===== src/rtl/fpx_pkg.sv =====
package fpx_pkg;

    localparam int unsigned FLAG_W  = 5;
    localparam int unsigned TTYPE_W = 3;
    localparam int unsigned STAT_W  = 32;

    // flag bit positions (bit index is also severity rank)
    localparam int unsigned FLG_INEXACT = 0;
    localparam int unsigned FLG_DIVZERO = 1;
    localparam int unsigned FLG_UNDERFL = 2;
    localparam int unsigned FLG_OVERFL  = 3;
    localparam int unsigned FLG_INVALID = 4;

    // status word layout
    localparam int unsigned POS_CUR   = 0;
    localparam int unsigned POS_ACC   = 5;
    localparam int unsigned POS_TTYPE = 14;
    localparam int unsigned POS_MASK  = 23;

    localparam logic [TTYPE_W-1:0] TTYPE_NONE = 3'd0;
    localparam logic [TTYPE_W-1:0] TTYPE_IEEE = 3'd1;

    typedef struct packed {
        logic [FLAG_W-1:0]  mask;
        logic [TTYPE_W-1:0] ttype;
        logic [FLAG_W-1:0]  acc;
        logic [FLAG_W-1:0]  cur;
        logic               trap;
    } exc_state_t;

endpackage


===== src/rtl/fpx_prio_pick.sv =====
module fpx_prio_pick #(
    parameter int unsigned W = 5
) (
    input  logic [W-1:0] req_i,
    output logic [W-1:0] pick_o
);
    // seen[i] is high when any request at index >= i is set
    logic [W:0] seen;
    assign seen[W] = 1'b0;

    for (genvar i = W - 1; i >= 0; i--) begin : g_rank
        assign seen[i]   = seen[i+1] | req_i[i];
        assign pick_o[i] = req_i[i] & ~seen[i+1];
    end
endmodule


===== src/rtl/fpx_trap_eval.sv =====
module fpx_trap_eval
    import fpx_pkg::*;
(
    input  logic [FLAG_W-1:0] flags_i,
    input  logic [FLAG_W-1:0] mask_i,
    output logic              trap_o,
    output logic [FLAG_W-1:0] cur_o
);
    logic [FLAG_W-1:0] enabled;
    logic [FLAG_W-1:0] single;

    assign enabled = flags_i & mask_i;

    fpx_prio_pick #(.W(FLAG_W)) u_pick (
        .req_i  (enabled),
        .pick_o (single)
    );

    always_comb begin
        trap_o = |enabled;
        cur_o  = trap_o ? single : flags_i;
    end
endmodule


===== src/rtl/fpx_pc_step.sv =====
module fpx_pc_step #(
    parameter int unsigned ADDR_W   = 32,
    parameter logic [ADDR_W-1:0] RESET_PC = '0,
    parameter int unsigned INSN_BYTES = 4
) (
    input  logic              clk_i,
    input  logic              rst_ni,
    input  logic              adv_i,
    output logic [ADDR_W-1:0] pc_o,
    output logic [ADDR_W-1:0] npc_o
);
    localparam logic [ADDR_W-1:0] STEP = ADDR_W'(INSN_BYTES);

    logic [ADDR_W-1:0] pc_d, pc_q, npc_d, npc_q;

    always_comb begin
        pc_d  = pc_q;
        npc_d = npc_q;
        if (adv_i) begin
            pc_d  = npc_q;
            npc_d = npc_q + STEP;
        end
    end

    always_ff @(posedge clk_i) begin
        if (!rst_ni) begin
            pc_q  <= RESET_PC;
            npc_q <= RESET_PC + STEP;
        end else begin
            pc_q  <= pc_d;
            npc_q <= npc_d;
        end
    end

    assign pc_o  = pc_q;
    assign npc_o = npc_q;
endmodule


===== src/rtl/fp_exc_recorder.sv =====
module fp_exc_recorder
    import fpx_pkg::*;
#(
    parameter int unsigned ADDR_W = 32,
    parameter logic [ADDR_W-1:0] RESET_PC = '0
) (
    input  logic                 clk_i,
    input  logic                 rst_ni,
    input  logic                 op_valid_i,
    input  logic [FLAG_W-1:0]    op_flags_i,
    input  logic                 mask_we_i,
    input  logic [FLAG_W-1:0]    mask_wdata_i,
    input  logic                 clr_i,
    output logic [STAT_W-1:0]    status_o,
    output logic [ADDR_W-1:0]    pc_o,
    output logic [ADDR_W-1:0]    npc_o,
    output logic                 trap_o
);
    exc_state_t st_d, st_q;

    logic              eval_trap;
    logic [FLAG_W-1:0] eval_cur;
    logic              take_op;
    logic              pc_adv;

    fpx_trap_eval u_eval (
        .flags_i (op_flags_i),
        .mask_i  (st_q.mask),
        .trap_o  (eval_trap),
        .cur_o   (eval_cur)
    );

    assign take_op = op_valid_i & ~clr_i;
    assign pc_adv  = take_op & ~eval_trap;

    always_comb begin
        st_d      = st_q;
        st_d.trap = 1'b0;
        if (clr_i) begin
            st_d.cur   = '0;
            st_d.acc   = '0;
            st_d.ttype = TTYPE_NONE;
        end else if (op_valid_i) begin
            st_d.cur   = eval_cur;
            st_d.ttype = eval_trap ? TTYPE_IEEE : TTYPE_NONE;
            st_d.trap  = eval_trap;
            if (!eval_trap) begin
                st_d.acc = st_q.acc | op_flags_i;
            end
        end
        if (mask_we_i) begin
            st_d.mask = mask_wdata_i;
        end
    end

    always_ff @(posedge clk_i) begin
        if (!rst_ni) begin
            st_q <= '0;
        end else begin
            st_q <= st_d;
        end
    end

    fpx_pc_step #(
        .ADDR_W   (ADDR_W),
        .RESET_PC (RESET_PC)
    ) u_pc (
        .clk_i  (clk_i),
        .rst_ni (rst_ni),
        .adv_i  (pc_adv),
        .pc_o   (pc_o),
        .npc_o  (npc_o)
    );

    always_comb begin
        status_o = '0;
        status_o[POS_CUR   +: FLAG_W]  = st_q.cur;
        status_o[POS_ACC   +: FLAG_W]  = st_q.acc;
        status_o[POS_TTYPE +: TTYPE_W] = st_q.ttype;
        status_o[POS_MASK  +: FLAG_W]  = st_q.mask;
    end

    assign trap_o = st_q.trap;
endmodule


===== config.mk =====
export PLATFORM = sky130hd
export DESIGN_NAME = fp_exc_recorder
export DESIGN_NICKNAME = d
export VERILOG_FILES = /design/src/rtl/fpx_pkg.sv /design/src/rtl/fpx_prio_pick.sv /design/src/rtl/fpx_trap_eval.sv /design/src/rtl/fpx_pc_step.sv /design/src/rtl/fp_exc_recorder.sv
export SDC_FILE = /design/constraint.sdc
export NUM_CORES = 1
export LEC_CHECK = 0
export ABC_AREA = 1
export BUFFER_PORTS_ARGS = -buffer_cell sky130_fd_sc_hd__buf_2
export CELL_PAD_IN_SITES_DETAIL_PLACEMENT = 1
export CELL_PAD_IN_SITES_GLOBAL_PLACEMENT = 1
export CORE_MARGIN = 2
export CORE_UTILIZATION = 39
export CTS_CLUSTER_SIZE = 14
export DETAILED_ROUTE_END_ITERATION = 6
export PLACE_DENSITY = 0.91
export SETUP_SLACK_MARGIN = 0.5
export SLEW_MARGIN = 25
export SYNTH_ARGS = -nofsm -noshare
export SYNTH_HDL_FRONTEND = slang
export SYNTH_HIERARCHICAL = 1
export SYNTH_SLANG_ARGS = --single-unit

===== constraint.sdc =====
create_clock -name clk_i -period 4.55 [get_ports clk_i]
set_clock_uncertainty 0.15 [all_clocks]
set_input_delay 0.455 -clock clk_i [delete_from_list [all_inputs] [get_ports clk_i]]
set_output_delay 0.455 -clock clk_i [all_outputs]
set_load 0.01 [all_outputs]

* Word level (Yosys, flattened, before mapping)
Index checks and enable logic that the tools add are counted.
** Operators by class
- Add/subtract/negate cells :: 1
- Mux-type cells :: 2
- Bitwise operators :: 19
- Reduce and logical (&&, ||, !) cells :: 4
** Operators by type and width (number)
- $add 32x3->32 const B :: 1
- $not 1->1 :: 8
- $and 1x1->1 :: 6
- $and 5x5->5 :: 1
- $mux 5 :: 1
- $or 5x5->5 :: 1
- $reduce_or 5->1 :: 1
- $or 1x1->1 :: 3
- $reduce_or 3->1 :: 1
- $reduce_and 2->1 :: 1
- $reduce_or 2->1 :: 1
- $mux 1 :: 1
** Storage, ports and cells
- Register bits :: 83
- Input port bits :: 15
- Output and inout port bits :: 97
- Word-level logic and storage cells :: 33

* Logic depth before layout (Yosys ltp)
Gate-level depths: netlist of run 1.
- Word-level depth :: 7
- Gate-level depth with buffers :: 14
- Depth with buffers taken out :: 13

* Cells and area by module
The synthesis of run 1 kept the hierarchy.
** Modules (own cells, without submodules)
- fpx_pc_step :: times used 1, cells an instance 403, area each 2783.9 um2, seq. area each 1201.2 um2
- fp_exc_recorder :: times used 1, cells an instance 91, area each 753.2 um2, seq. area each 340.3 um2
- fpx_trap_eval :: times used 1, cells an instance 36, area each 183.9 um2, seq. area each 0.0 um2
- fpx_prio_pick :: times used 1, cells an instance 11, area each 46.3 um2, seq. area each 0.0 um2

* Worst setup path before layout of run 1
Ideal clock, no wire load.
- Path kind :: input port to flip-flop
- Start :: input port op_flags_i[3]
- End :: register u_pc.npc_q[28] (netlist: u_pc/npc_o[28])
- Library setup time :: 0.110 ns
- Data arrival time :: 1.788 ns
- Required time :: 4.290 ns
- Path slack :: 2.502 ns
- Cell stages on the path :: 13
- Path buffers :: 1
- Cell sequence :: nand2_2 > nand2_1 > nor2_4 > nand2_1 > nor3_1 > buf_4 > inv_2 > nor2_1 > nand2_1 > nor2_1 > nand4_1 > nand2_1 > nor2_1
** On the way
- Cells in the longest elaborated chain, start to end :: 4
** Ends and longest elaborated chain
- start: declaration :: line fp_exc_recorder.sv:10 : input logic [FLAG_W-1:0] op_flags_i,
- $and 5x5->5 :: line fpx_trap_eval.sv:12 : assign enabled = flags_i & mask_i;
- $reduce_or 5->1 :: line fpx_trap_eval.sv:20 : trap_o = |enabled;
- named net eval_trap :: line fp_exc_recorder.sv:21 : logic eval_trap;
- $not 1->1 (no source line)
- $and 1x1->1 :: line fp_exc_recorder.sv:34 : assign pc_adv = take_op & ~eval_trap;
- named net pc_adv :: line fp_exc_recorder.sv:24 : logic pc_adv;
- end signal: assignment :: line fpx_pc_step.sv:28 : npc_q <= RESET_PC + STEP;
- end signal: assignment :: line fpx_pc_step.sv:31 : npc_q <= npc_d;
- end: declaration :: line fpx_pc_step.sv:14 : logic [ADDR_W-1:0] pc_d, pc_q, npc_d, npc_q;
The timed path passes the listed nets, and every way through them passes these cells.
A chain may end at the register's enable or synchronous reset.

* Final worst setup path of run 1
- Start :: register st_q (netlist bit status_o[26])
- End :: register u_pc.npc_q[15] (netlist: u_pc/npc_o[15])
** On the way
- Cells in the longest elaborated chain, start to end :: 4
** Ends and longest elaborated chain
- start: declaration :: line fp_exc_recorder.sv:19 : exc_state_t st_d, st_q;
- start signal: assignment :: line fp_exc_recorder.sv:60 : st_q <= st_d;
- $and 5x5->5 :: line fpx_trap_eval.sv:12
- $reduce_or 5->1 :: line fpx_trap_eval.sv:20
- named net eval_trap :: line fp_exc_recorder.sv:21
- $not 1->1 (no source line)
- $and 1x1->1 :: line fp_exc_recorder.sv:34
- named net pc_adv :: line fp_exc_recorder.sv:24
The timed path passes the listed nets, and every way through them passes these cells.

==> results of run 1 <==
==> worst max-delay path, delay by kind of cell, from the launching register on <==
kind                   cells  cell delay [ns]
buffers and inverters      2             0.57
DFF                        1             0.35
and+or+nand+nor           10             1.99
==> logic make-up after synthesis <==
family,after synthesis,share of synthesized area
buffers and inverters,100,0.1259
adders and majority gates,1,0.003321
and+or+nand+nor,280,0.3391
DFF,77,0.4092
other,2,0.001993
AOI/OAI and AO/OA,81,0.1206
==> routing by layer <==
metal / vias to the layer above / wire length, um / part of all wire / global-route usage
met5: - / 0 / 0 / 0
met4: 0 / 151 / 0.014 / 0.06974
met3: 16 / 557 / 0.050 / 0.05130
met2: 94 / 5728 / 0.52 / 0.4079
met1: 1859 / 4593 / 0.42 / 0.2494
li1: 1831 / - / - / -
==> Yosys cell counts (all sizes together) <==
cell type	count	area share
nor3b	1	0.0020
nor3	8	0.011
ha	1	0.0033
buf	31	0.057
nand4	11	0.018
o21ai	34	0.045
nor2	108	0.13
conb	2	0.0020
a21oi	41	0.063
dfxtp	77	0.41
inv	62	0.062
clkbuf	7	0.0070
o21bai	5	0.010
nand2	115	0.12
nand3	37	0.056
a211oi	1	0.0020
==> worst paths after layout <==
check	startpoint	endpoint	slack [ns]	cells after the start
worst max-delay path	status_o[26]	u_pc/npc_o[15]	1.37	12
worst min-delay path	mask_wdata_i[3]	status_o[26]	0.19	3
worst max register to register	status_o[26]	u_pc/npc_o[15]	1.37	12
worst min register to register	u_pc/pc_o[2]	u_pc/pc_o[2]	0.32	2
==> cell type report <==
type	count	area [um^2]	area share
Clock inverter	4	47.55	0.01074
Timing Repair Buffer	92	475.5	0.1074
Clock buffer	12	145.1	0.03278
Sequential cell	77	1541	0.3481
Inverter	62	232.7	0.05256
Multi-Input combinational cell	382	1824	0.4120
Tap cell	129	161.4	0.03645
==> sequential cells by signal, summed over array words and instances, names as in the netlist <==
register,cells
status_o,16
u_pc/npc_o,30
trap_o,1
u_pc/pc_o,30
==> where the power goes <==
group | switching, mW | total, mW | internal (mW)
Clock | 0.240 | 0.507 | 0.267
Sequential | 0.0142 | 0.712 | 0.697
Combinational | 0.100 | 0.148 | 0.0482
==> impl_results.rst, run 1 <==
.. list-table::
   :header-rows: 1

   * - Metric
     - Value
   * - Result of the run
     - complete, no violations
   * - Port buffer count
     - 91
   * - Die W
     - 102.3 um
   * - TritonCTS clock tree
     - built
   * - Ordered cell list for the critical path
     - nand2_2, nand2_1, nor2_4, nand2_1, nor3_2, inv_2, nor2_1, nand3_1, inv_1, nand3_1, nand2_1, nor2_1
   * - Most frequent standard cell in the layout excluding fill and tap cells
     - sky130_fd_sc_hd__nand2_1
   * - Io pins
     - 112
   * - Core area
     - 9328 um^2
   * - Arrival time at the worst endpoint
     - 3.26 ns
   * - Kind of path behind the tightest hold check
     - input pin to flop
   * - Instance area after placement
     - 4235 um^2
   * - Final Core Density
     - 0.4747
   * - WL per Instance
     - 14.55 um
   * - Setup TNS Final
     - 0 ns
   * - Gates resized, CTS repair
     - 0
   * - Overall die area
     - 10460 um^2
   * - Number of DRC markers in iteration 0
     - 136
   * - Global-route congestion overflow total
     - 0
   * - Via count
     - 3800
   * - Flip-flop and latch count after synthesis
     - 77
   * - Maximum level of the CTS H-tree
     - 3
   * - Clock Root Buffer
     - sky130_fd_sc_hd__clkbuf_8
   * - Worst setup EP type
     - flop
   * - Stage delay of the slowest cell on the critical path
     - 0.80 ns
   * - Antenna-violating nets left
     - 0
   * - Via count of the first global-routing pass
     - 3935
   * - Starting density of the core
     - 0.4039
   * - Number of antenna cells inserted
     - 0
   * - PD cells
     - 308.8 nW/um^2
   * - Post-route cell area
     - 4428 um^2
   * - Clock transition at path regs
     - 0.07 ns
   * - Standard-cell row count
     - 35
   * - Final period demand of the worst path
     - 3.182 ns
   * - Post-Synthesis Mean Instance Area
     - 6.964 um^2
   * - Fin. Hold Viols
     - 0
   * - Final net count
     - 640
   * - Count of hold buffers inserted by post-cts repair
     - 0
   * - Commonest cells after routing, fill and taps aside
     - sky130_fd_sc_hd__nand2_1, sky130_fd_sc_hd__nor2_1, sky130_fd_sc_hd__buf_2
   * - Cell count after placement
     - 742
   * - Worst slew pin tran
     - 0.9724 ns
   * - Post-synth design cell area
     - 3767 um^2
   * - Clock Latency Late Sink
     - 0.34 ns
   * - Most Frequent Cell on Critical Path
     - sky130_fd_sc_hd__nand2_1
   * - Number of sinks handled by clock tree synthesis
     - 77
   * - Max-capacitance violation count
     - 0
   * - Unrepaired setup endpoints after global routing
     - no
   * - Fin cells
     - 758
   * - GRT Overall Usage
     - 0.2203
   * - Setup violators final
     - 0
   * - Post-Syn Instances
     - 541
   * - FMAX
     - 0.3143 GHz
   * - Number of buffers added by the clock tree synthesis step
     - 9
   * - Fin. max-slew vios
     - 0
   * - Global-route wire length before repair
     - 18330 um
   * - Maximum number of buffers from clock root to sink
     - 2
   * - Pin count of the biggest net entering global routing
     - 57
   * - Yosys warnings
     - 6
   * - Die height
     - 102.3 um
   * - Post-CTS Setup Repair Bufs
     - 0
   * - Worst Setup Slack post-DPL
     - 1.173 ns
   * - Layout filler cell count
     - 1274
   * - Standard cell with the maximum stage delay on the critical path
     - sky130_fd_sc_hd__nor3_2
   * - Worst voltage drop across the vdd grid
     - 0.1118 mV
   * - Routability congestion estimate
     - 0.8673
   * - Required @ worst endpoint
     - 4.63 ns
   * - Leakage Power
     - 2.127 nW
   * - Critical path peak fanout
     - 25
   * - Antenna violations before repair
     - 0
   * - Layout overhead on the synthesized area
     - 17.54%
   * - Post-synthesis sequential area ratio
     - 0.4092
   * - Kind of critical path
     - flop to flop
   * - Headroom to the max-slew limit
     - 0.3517
   * - Half-perimeter wire length after detailed placement
     - 8144 um
   * - Number of detailed-route iterations in the first pass
     - 4
   * - Via/cell ratio
     - 5.013
   * - Worst path setup slack after routing
     - 1.368 ns
   * - # DRC
     - 0
   * - Pwr Total
     - 1.367 mW
   * - Worst hold slack
     - 0.1904 ns
   * - Share of post-route cells with drive strength above 1
     - 0.2385
   * - Critical Path Source Type
     - flop
   * - Number of distinct library cell variants in the gate-level netlist after synthesis
     - 27
   * - Total Wirelength
     - 11030 um
   * - Final worst-path cycle share
     - 0.6994
(Power assumes the default switching activity.)
==> run 2: changes to the inputs <==
--- a/config.mk
+++ b/config.mk
@@ -10,10 +10,10 @@
 export CELL_PAD_IN_SITES_DETAIL_PLACEMENT = 1
 export CELL_PAD_IN_SITES_GLOBAL_PLACEMENT = 1
 export CORE_MARGIN = 2
-export CORE_UTILIZATION = 39
+export CORE_UTILIZATION = 36
 export CTS_CLUSTER_SIZE = 14
 export DETAILED_ROUTE_END_ITERATION = 6
-export PLACE_DENSITY = 0.91
+export PLACE_DENSITY = 0.85
 export SETUP_SLACK_MARGIN = 0.5
 export SLEW_MARGIN = 25
 export SYNTH_ARGS = -nofsm -noshare
==> constraint.sdc (replaced) <==
create_clock -name clk_i -period 3.05 [get_ports clk_i]
set_clock_uncertainty 0.15 [all_clocks]
set_input_delay 0.305 -clock clk_i [delete_from_list [all_inputs] [get_ports clk_i]]
set_output_delay 0.305 -clock clk_i [all_outputs]
set_load 0.01 [all_outputs]
==> impl_results.rst, run 2 (synthesis results as in run 1) <==
.. list-table::
   :header-rows: 1

   * - Metric
     - Value
   * - Pin count of the biggest net entering global routing
     - 55
   * - Layout overhead on the synthesized area
     - 19.83%
   * - Starting density of the core
     - 0.3682
   * - Standard-cell row count
     - 37
   * - Number of buffers added by the clock tree synthesis step
     - 9
   * - Commonest cells after routing, fill and taps aside
     - sky130_fd_sc_hd__nand2_1, sky130_fd_sc_hd__nor2_1, sky130_fd_sc_hd__buf_2
   * - Critical Path Source Type
     - flop
   * - Via count of the first global-routing pass
     - 3714
   * - TritonCTS clock tree
     - built
   * - Arrival time at the worst endpoint
     - 2.50 ns
   * - Worst voltage drop across the vdd grid
     - 0.2252 mV
   * - Fin. Hold Viols
     - 0
   * - Via/cell ratio
     - 4.863
   * - Leakage Power
     - 2.167 nW
   * - Unrepaired setup endpoints after global routing
     - yes
   * - Cell count after placement
     - 750
   * - Register-to-register setup slack
     - 0.66 ns
   * - Die height
     - 106.3 um
   * - Global-route congestion overflow total
     - 0
   * - Global-route wire length before repair
     - 17930 um
   * - Setup TNS Final
     - 0 ns
   * - Fin. max-slew vios
     - 0
   * - Most frequent standard cell in the layout excluding fill and tap cells
     - sky130_fd_sc_hd__nand2_1
   * - Antenna violations before repair
     - 0
   * - Core area
     - 10230 um^2
   * - Routability congestion estimate
     - 0.8367
   * - # DRC
     - 0
   * - Result of the run
     - complete, no violations
   * - Final worst-path cycle share
     - 0.7840
   * - Critical path peak fanout
     - 27
   * - Maximum number of buffers from clock root to sink
     - 2
   * - Antenna-violating nets left
     - 0
   * - Io pins
     - 112
   * - Via count
     - 3730
   * - Fin cells
     - 767
   * - Clock Latency Late Sink
     - 0.35 ns
   * - Kind of path behind the tightest hold check
     - input pin to flop
   * - GRT Overall Usage
     - 0.1978
   * - Maximum level of the CTS H-tree
     - 3
   * - Max-capacitance violation count
     - 0
   * - Clock transition at path regs
     - 0.08 ns
   * - Clock Root Buffer
     - sky130_fd_sc_hd__clkbuf_8
   * - PD cells
     - 486.8 nW/um^2
   * - Worst setup EP type
     - flop
   * - Layout filler cell count
     - 1336
   * - Total Wirelength
     - 11180 um
   * - Die W
     - 106.3 um
   * - Kind of critical path
     - flop to flop
   * - Share of post-route cells with drive strength above 1
     - 0.2456
   * - Setup violators final
     - 0
   * - Overall die area
     - 11300 um^2
   * - Number of detailed-route iterations in the first pass
     - 4
   * - WL per Instance
     - 14.57 um
   * - Final Core Density
     - 0.4412
   * - Required @ worst endpoint
     - 3.15 ns
   * - Final net count
     - 643
   * - Number of sinks handled by clock tree synthesis
     - 77
   * - Number of antenna cells inserted
     - 0
   * - Half-perimeter wire length after detailed placement
     - 7907 um
   * - Final period demand of the worst path
     - 2.391 ns
   * - Number of DRC markers in iteration 0
     - 124
   * - FMAX
     - 0.4182 GHz
   * - Port buffer count
     - 91
-- run 2: cell count changes in the layout (fill, tap and decap cells not counted), sizes merged --
| cell | before | now |
|---|---|---|
| clkbuf | 12 | 11 |
| clkinvlp | 1 | 0 |
| bufinv | 1 | 3 |
| buf | 92 | 94 |
-- run 2: what timing repair did --
action / CTS / global route
hold buffers: 0 / 0
gates resized for setup: 0 / 4
hold endpoints to repair: 0 / 0
setup buffers: 0 / 1
endpoints found under the setup margin: 0 / 10
-- run 2: through the flow --
step                      setup WS, ns  cell area, um^2  total power [mW]  hold slack, ns
after floorplan                  1.107             3835             1.243          0.2899
after global placement          0.6262             4252             1.296          0.2967
after detailed placement        0.5134             4252             1.305          0.3028
after CTS                       0.5974             4479             2.217         0.01668
after global routing            0.4659             4514             2.307         0.03976
final                           0.6587             4514             2.198         0.03148
-- run 2: worst max-delay path: stages (launching register included) --
cell	delay, ns
sky130_fd_sc_hd__dfxtp_1	0.36
sky130_fd_sc_hd__nand2_2	0.10
sky130_fd_sc_hd__inv_2	0.07
sky130_fd_sc_hd__nor2_4	0.18
sky130_fd_sc_hd__nand2_1	0.15
sky130_fd_sc_hd__nor3_4	0.26
sky130_fd_sc_hd__clkbuf_16	0.25
sky130_fd_sc_hd__nand3_2	0.10
sky130_fd_sc_hd__nor2_2	0.16
sky130_fd_sc_hd__nand2_1	0.11
sky130_fd_sc_hd__nor2_2	0.20
sky130_fd_sc_hd__nand3_1	0.10
sky130_fd_sc_hd__nand2_1	0.07
sky130_fd_sc_hd__nor2_1	0.04
-- run 2: area by class of cell --
class / count / area [um^2] / area share
multi-input cells: 382 / 1836 / 0.4066
inverters: 62 / 232.7 / 0.05155
clock inverters: 5 / 100.1 / 0.02217
clock buffers: 10 / 127.6 / 0.02827
repair buffers: 95 / 506.7 / 0.1123
flip-flops and latches: 77 / 1541 / 0.3415
well taps: 136 / 170.2 / 0.03769
-- run 2: routing by layer --
layer  part of all wire  global-route usage
met1               0.44              0.2395
met3              0.047             0.04231
met5                  0                   0
met2               0.49              0.3475
met4              0.020             0.06485
-- run 2: path summary, 6_finish.rpt --
check             startpoint             end  cells after the start
min reg2reg      status_o[5]     status_o[5]                      2
min          mask_wdata_i[4]    status_o[27]                      3
max reg2reg     status_o[27]  u_pc/npc_o[30]                     13
max             status_o[27]  u_pc/npc_o[30]                     13
-- run 2: report_power, final --
| part | internal [mW] | switching [mW] |
|---|---|---|
| logic | 0.0754 | 0.152 |
| clock network | 0.537 | 0.372 |
| registers | 1.04 | 0.0215 |
==> run 3: changes to the inputs <==
--- a/config.mk
+++ b/config.mk
@@ -10,10 +10,10 @@
 export CELL_PAD_IN_SITES_DETAIL_PLACEMENT = 1
 export CELL_PAD_IN_SITES_GLOBAL_PLACEMENT = 1
 export CORE_MARGIN = 2
-export CORE_UTILIZATION = 36
+export CORE_UTILIZATION = 32
 export CTS_CLUSTER_SIZE = 14
 export DETAILED_ROUTE_END_ITERATION = 6
-export PLACE_DENSITY = 0.85
+export PLACE_DENSITY = 0.8
 export SETUP_SLACK_MARGIN = 0.5
 export SLEW_MARGIN = 25
 export SYNTH_ARGS = -nofsm -noshare
==> constraint.sdc (replaced) <==
create_clock -name clk_i -period 2 [get_ports clk_i]
set_clock_uncertainty 0.15 [all_clocks]
set_input_delay 0.2 -clock clk_i [delete_from_list [all_inputs] [get_ports clk_i]]
set_output_delay 0.2 -clock clk_i [all_outputs]
set_load 0.01 [all_outputs]
==> impl_results.rst, run 3 (synthesis results as in run 1) <==
.. list-table::
   :header-rows: 1

   * - Metric
     - Value
   * - Result of the run
     - finished, violations left
   * - Violated checks
     - setup timing
   * - Global-route met2 utilization
     - 0.3522
   * - Total Wirelength
     - 13500 um
   * - Met1 track demand over resource
     - 0.2253
   * - Number of detailed-route iterations in the first pass
     - 4
   * - Number of antenna cells inserted
     - 0
   * - Most frequent standard cell in the layout excluding fill and tap cells
     - sky130_fd_sc_hd__buf_2
   * - GRT Overall Usage
     - 0.1945
   * - Maximum level of the CTS H-tree
     - 3
   * - Share of post-route cells with drive strength above 1
     - 0.4201
   * - Via count
     - 4065
   * - Worst slew pin tran
     - 0.5521 ns
   * - Ordered cell list for the critical path
     - nand2_4, buf_4, buf_6, buf_6, buf_4, buf_6, buf_6, buf_6, inv_4, inv_4, nor3_2, inv_1, o21bai_1, nand2_1, nand2_1, a21oi_2
   * - Post-route cell area
     - 5593 um^2
   * - Crit path buffers/inverters
     - 10
   * - Setup TNS Final
     - -0.2285 ns
   * - Fin. Hold Viols
     - 0
   * - Clock Root Buffer
     - sky130_fd_sc_hd__clkbuf_16
   * - Maximum number of buffers from clock root to sink
     - 2
   * - Worst voltage drop across the vdd grid
     - 0.3322 mV
   * - Leakage Power
     - 2.619 nW
   * - Half-perimeter wire length after detailed placement
     - 8528 um
   * - Kind of critical path
     - flop to flop
   * - Clock transition at path regs
     - 0.06 ns
   * - Headroom to the max-slew limit
     - 0.6315
   * - Number of DRC markers in iteration 0
     - 145
   * - Stage delay of the slowest cell on the critical path
     - 0.35 ns
   * - Unrepaired setup endpoints after global routing
     - yes
   * - Global-route wire length before repair
     - 19760 um
   * - Fin. max-slew vios
     - 0
   * - GRT busiest layer
     - met2
   * - Met3 demand-to-capacity share in global routing
     - 0.04698
   * - Port buffer count
     - 91
   * - Number of sinks handled by clock tree synthesis
     - 77
   * - FMAX
     - 0.4832 GHz
   * - Pwr Total
     - 3.692 mW
   * - Io pins
     - 112
   * - Cell count after placement
     - 773
   * - Via/cell ratio
     - 4.892
   * - Antenna-violating nets left
     - 0
   * - Global-route congestion overflow total
     - 0
   * - Clock Latency Late Sink
     - 0.35 ns
   * - Final net count
     - 701
   * - Worst setup EP type
     - flop
   * - Antenna violations before repair
     - 0
   * - Worst hold slack
     - 0.02565 ns
   * - Setup violators final
     - 11
   * - Arrival time at the worst endpoint
     - 2.19 ns
   * - Most Frequent Cell on Critical Path
     - sky130_fd_sc_hd__buf_6
   * - Fin cells
     - 831
   * - Via count of the first global-routing pass
     - 4026
   * - Family with the most delay on the worst path
     - buffers and inverters
   * - # DRC
     - 0
   * - Final Core Density
     - 0.4877
   * - Standard-cell row count
     - 39
   * - PD cells
     - 660.1 nW/um^2
   * - Worst path setup slack after routing
     - -0.06945 ns
   * - Required @ worst endpoint
     - 2.12 ns
   * - Overall die area
     - 12660 um^2
   * - Die height
     - 112.5 um
   * - Number of buffers added by the clock tree synthesis step
     - 9
   * - TritonCTS clock tree
     - built
   * - Pin count of the biggest net entering global routing
     - 37
   * - Final period demand of the worst path
     - 2.069 ns
   * - WL per Instance
     - 16.24 um
   * - Die W
     - 112.5 um
   * - Commonest cells after routing, fill and taps aside
     - sky130_fd_sc_hd__buf_2, sky130_fd_sc_hd__nand2_1, sky130_fd_sc_hd__nor2_1
   * - Standard cell with the maximum stage delay on the critical path
     - sky130_fd_sc_hd__dfxtp_2
   * - Worst Setup Slack post-DPL
     - -0.08636 ns
   * - Kind of path behind the tightest hold check
     - input pin to flop
   * - Max-capacitance violation count
     - 0
   * - Instance area after placement
     - 4419 um^2
   * - Layout overhead on the synthesized area
     - 48.46%
   * - Final worst-path cycle share
     - 1.035
   * - Critical path peak fanout
     - 2
   * - Routability congestion estimate
     - 0.8612
   * - Starting density of the core
     - 0.3285
   * - Core area
     - 11470 um^2
   * - Critical Path Source Type
     - flop
-- run 3: path summary, 6_finish.rpt --
| check | from | end | slack (ns) | cells after the start |
|---|---|---|---|---|
| worst max-delay path | status_o[25] | status_o[2] | -0.07 | 16 |
| worst min-delay path | op_flags_i[2] | status_o[7] | 0.03 | 3 |
| worst max register to register | status_o[25] | status_o[2] | -0.07 | 16 |
| worst min register to register | status_o[9] | status_o[9] | 0.32 | 2 |
-- run 3: report_power, final --
group | internal [mW] | leakage [nW] | switching [mW]
Clock | 0.890 | 0.134 | 0.623
Combinational | 0.240 | 1.86 | 0.312
Sequential | 1.59 | 0.629 | 0.0368
-- run 3: per-layer routing --
layer / part of all wire / up-vias / wire, um
li1: - / 1961 / -
met1: 0.42 / 1985 / 5617
met2: 0.53 / 106 / 7154
met3: 0.040 / 13 / 537
met4: 0.014 / 0 / 190
met5: 0 / - / 0
-- run 3: area by class of cell --
class / instances / area, um^2
clock buffer: 12 / 256.5
clock inverter: 2 / 10.01
fill: 1405 / 5874
inverter: 62 / 242.7
multi-input combinational: 382 / 2241
sequential: 77 / 1555
tap: 143 / 178.9
timing repair buffer: 153 / 1109
-- run 3: worst register-to-register path, delay by kind of cell (launching register included) --
kind | cells | cell delay, ns
AOI/OAI and AO/OA | 2 | 0.24
and+or+nand+nor | 4 | 0.32
buffers and inverters | 10 | 0.93
DFF | 1 | 0.35
-- run 3: what timing repair did --
action,CTS,global route
cloned,2,2
endpoints found under the hold margin,5,0
hold buffers,5,0
resized for setup,64,94
setup endpoints to repair,62,72
setup buffers,19,16
pin swaps,39,35
